<file path="config.mk">
export PLATFORM = sky130hd
export DESIGN_NAME = vec_agen
export DESIGN_NICKNAME = d
export VERILOG_FILES = /design/src/rtl/vec_agen.sv
export SDC_FILE = /design/constraint.sdc
export NUM_CORES = 1
export LEC_CHECK = 0
export ABC_AREA = 1
export BUFFER_PORTS_ARGS = -buffer_cell sky130_fd_sc_hd__buf_2
export CAP_MARGIN = 20
export CELL_PAD_IN_SITES_DETAIL_PLACEMENT = 0
export CELL_PAD_IN_SITES_GLOBAL_PLACEMENT = 1
export CORE_MARGIN = 1.5
export CORE_UTILIZATION = 44
export DETAILED_ROUTE_END_ITERATION = 10
export GPL_TIMING_DRIVEN = 0
export PLACE_DENSITY = 0.86
export SYNTH_ARGS = -nofsm -noshare
export SYNTH_HDL_FRONTEND = slang
export SYNTH_SLANG_ARGS = --single-unit
</file>
<file path="constraint.sdc">
create_clock -name clk -period 3.1 [get_ports clk]
set_input_delay 0.62 -clock clk [delete_from_list [all_inputs] [get_ports clk]]
set_output_delay 0.62 -clock clk [all_outputs]
set_load 0.05 [all_outputs]
</file>
<file path="src/rtl/vec_agen.sv">
module vec_agen #(
  parameter int ADDR_W = 20,
  parameter int BANKS  = 16,
  parameter int BUSY   = 4,
  parameter int VLEN_W = 7,
  parameter int IDX_W  = 16,
  parameter int LAT    = 12
) (
  input  logic                         clk,
  input  logic                         rst_n,
  input  logic                         start,
  input  logic                         indexed,
  input  logic [ADDR_W-1:0]            base,
  input  logic [ADDR_W-1:0]            stride,
  input  logic [VLEN_W-1:0]            vlen,
  input  logic [IDX_W-1:0]             idx_data,
  output logic [VLEN_W-1:0]            elem_idx,
  output logic                         req_valid,
  input  logic                         req_ready,
  output logic [$clog2(BANKS)-1:0]     req_bank,
  output logic [ADDR_W-$clog2(BANKS)-1:0] req_word,
  output logic                         ret_valid,
  output logic [VLEN_W-1:0]            ret_tag,
  output logic                         done
);
  localparam int BANK_W = $clog2(BANKS);
  localparam int BC_W   = $clog2(BUSY);

  logic              active, mode_q;
  logic [ADDR_W-1:0] base_q, stride_q, acc, addr;
  logic [VLEN_W-1:0] vlen_q, cnt;
  logic [BC_W-1:0]   bc [BANKS];
  logic              fire, last;

  assign addr      = mode_q ? base_q + ADDR_W'(idx_data) : acc;
  assign req_bank  = addr[BANK_W-1:0];
  assign req_word  = addr[ADDR_W-1:BANK_W];
  assign req_valid = active && (bc[req_bank] == '0);
  assign fire      = req_valid && req_ready;
  assign elem_idx  = cnt;
  assign last      = (cnt == vlen_q - VLEN_W'(1));

  for (genvar b = 0; b < BANKS; b++) begin : g_bank
    always_ff @(posedge clk or negedge rst_n) begin
      if (!rst_n)
        bc[b] <= '0;
      else if (fire && req_bank == BANK_W'(b))
        bc[b] <= BC_W'(BUSY - 1);
      else if (bc[b] != '0)
        bc[b] <= bc[b] - 1'b1;
    end
  end

  always_ff @(posedge clk or negedge rst_n) begin
    if (!rst_n) begin
      active   <= 1'b0;
      mode_q   <= 1'b0;
      base_q   <= '0;
      stride_q <= '0;
      acc      <= '0;
      vlen_q   <= '0;
      cnt      <= '0;
      done     <= 1'b0;
    end else begin
      done <= 1'b0;
      if (start && !active) begin
        mode_q   <= indexed;
        base_q   <= base;
        stride_q <= stride;
        acc      <= base;
        vlen_q   <= vlen;
        cnt      <= '0;
        active   <= (vlen != '0);
        done     <= (vlen == '0);
      end else if (fire) begin
        cnt <= cnt + 1'b1;
        acc <= acc + stride_q;
        if (last) begin
          active <= 1'b0;
          done   <= 1'b1;
        end
      end
    end
  end

  logic [LAT-1:0]    pv;
  logic [VLEN_W-1:0] pt [LAT];

  always_ff @(posedge clk or negedge rst_n) begin
    if (!rst_n) pv <= '0;
    else        pv <= {pv[LAT-2:0], fire};
  end

  always_ff @(posedge clk) begin
    pt[0] <= cnt;
    for (int j = 1; j < LAT; j++) pt[j] <= pt[j-1];
  end

  assign ret_valid = pv[LAT-1];
  assign ret_tag   = pt[LAT-1];
endmodule


</file>
==> flow_summary.json <==
{
  "status": "finished, violations left",
  "violations": "setup timing",
  "grt_pass1_wl_mm": 38.4,
  "wl_per_cell_um": 15.0,
  "synth.distinct_cells": 39,
  "antenna_left": 0,
  "track_usage_pct": 21.4,
  "start_util_pct": 45.3,
  "routed_wl_mm": 24.4,
  "via_count": 8001,
  "layout.nets": 1459,
  "route.detailed.drc": 0,
  "critPathLaunchType": "flip-flop",
  "relSlewSlack_pct": 51.5,
  "yosys_warnings": 0,
  "synth_edf_count": 0,
  "syn-num-nets": 1305,
  "die_y_um": 151,
  "synthTopCellsByCount": "nand2_1, dfrtp_1, inv_1, dfxtp_1, nor2_1",
  "diodes": 0,
  "synth_most_common_cell": "nand2_1",
  "drv_cap": 0,
  "worstPathArrival_ns": 2.69,
  "die_area_mm2": 0.0228,
  "drt-pass1-iter-count": 7,
  "synth_top_area_share_pct": 31.4,
  "cts_root_buffer": "clkbuf_16",
  "whs_ns": 0.0692,
  "cts_tree": "yes",
  "cts_made_buffers": 22,
  "syn_inst": 1182,
  "crit_type": "reg2out",
  "via_per_inst": 4.92,
  "period_share_pct": 107,
  "endpoint_kind": "output port",
  "cts.sinks": 205,
  "synth.area.top_cells": "dfrtp_1, dfxtp_1, nand2_1",
  "fin_util_pct": 56.6,
  "cp.required_ns": 2.48,
  "path_clk_slew_ns": 0.06,
  "finalSetupViolCount": 7,
  "h-tree-depth": 1,
  "drv_slew": 0,
  "finClkSkew_ns": 0.0101,
  "dp_hpwl_mm": 18.0,
  "syn2layout_area_growth_pct": 25.0,
  "fp-row-count": 53,
  "synth_flop_cell": "dfrtp_1",
  "synth-seq-cells": 205,
  "yosys.area.top_type": "dfrtp_1",
  "clkLatencyLatePin_ns": 0.51,
  "core-area_mm2": 0.0213,
  "antenna_found_initial": 0,
  "synthArstFlopShare_pct": 59.0,
  "hold_viol_final": 0,
  "path_max_fanout": 6,
  "seq_area_frac_synth_pct": 48.8,
  "pin_count": 105,
  "grt_pass1_vias": 7581,
  "fin_ws_ns": -0.209,
  "max_freq_ghz": 0.302,
  "hp-class": "in2async",
  "die_x_um": 151,
  "drive_gt1_share_pct": 20.8,
  "grt_overflow": 0,
  "cts_buffer_depth": 3,
  "gp_congestion": 0.885,
  "synth_area_mm2": 0.00965,
  "numPortBuffers": 104,
  "avgSynthCellArea_um2": 8.16,
  "fin_crit_ns": 3.31,
  "grt_max_degree": 66,
  "worst_pin_slew_ns": 0.727,
  "drtIter0Drc": 456,
  "rsz0062_at_grt": "yes"
}
==> layout by cell type (no fill, tap or decap), types with 22 or more instances in the layout <==
cell type  instances
a21oi_1           51
xor2_1            27
inv_1            110
nand3_1           63
nor2_1            73
clkbuf_1          22
ha_1              38
nand2_1          359
nand2_2           25
dfxtp_1           84
buf_2             89
o21ai_0           50
buf_4             36
dfrtp_1          121
clkbuf_16         22
==> through the flow <==
| stage | setup slack [ns] | area, um^2 | setup TNS, ns | cells |
|---|---|---|---|---|
| after floorplan | -0.155 | 9660 | -0.155 | 1182 |
| after global placement | -0.557 | 10500 | -30.68 | 1561 |
| after detailed placement | -0.576 | 10600 | -5.13 | 1562 |
| after CTS | -0.342 | 11700 | -1.02 | 1613 |
| after global routing | -0.305 | 12100 | -1.29 | 1626 |
| final | -0.209 | 12100 | -0.571 | 1626 |
==> cell type report <==
class,instances,area [um^2]
fill,1949,9230
multi-input combinational,825,4780
timing repair buffer,131,856
buffer,35,199
clock inverter,5,66.3
inverter,116,438
sequential,205,4710
clock buffer,34,666
tap,275,344
==> final timing paths <==
check,startpoint,endpoint,slack [ns],cells after the start
max,base_q[0],req_valid,-0.21,12
min,rst_n,stride_q[16],0.07,1
max reg2reg,base_q[0],acc[5],0.26,19
min reg2reg,pt[2][20],pt[2][27],0.32,0
max in group asynchronous,rst_n,pv[9],2.28,2
min in group clk,stride[18],stride_q[18],0.30,3
==> registers in the layout, indices dropped and copies added (netlist names) <==
register,flops
acc,20
active,1
base_q,20
bc,32
done,1
elem_idx,7
mode_q,1
pt,84
pv,12
stride_q,20
vlen_q,7
==> routing by layer <==
layer | wire (um) | part of all wire (%) | GRT usage, % | vias to the layer above
met4 | 618 | 2.5 | 5.83 | 0
met1 | 11600 | 47 | 31.7 | 3660
met5 | 0 | 0 | 0 | -
li1 | - | - | - | 4093
met2 | 10700 | 44 | 32.6 | 209
met3 | 1540 | 6.3 | 3.13 | 39
==> cell families after synthesis <==
| logic type | Yosys count | synth area share (%) |
|---|---|---|
| simple gates | 586 | 25.5 |
| xor+xnor | 43 | 4.05 |
| compound gates | 141 | 7.68 |
| fa+ha+maj | 55 | 7.29 |
| flops | 205 | 48.8 |
| buf+inv | 152 | 6.68 |
==> worst max-delay path: stages, from the launching register on <==
cell	delay (ns)
dfrtp_1	0.41
ha_4	0.18
fa_2	0.59
inv_2	0.05
nand2_2	0.07
nand2_4	0.10
nor2_4	0.19
a21oi_1	0.10
nand2_1	0.10
nand3_2	0.09
nand2_2	0.10
nor2_4	0.05
buf_8	0.15
==> what timing repair did <==
action,4_1_cts,5_1_grt
hold buffers,0,0
pin swaps,24,35
gates resized for setup,82,55
buffers inserted,12,15
setup endpoints to repair,14,15
Power is not shown: default switching activity piles up to over one toggle a cycle in this logic, so the estimate is an artifact.
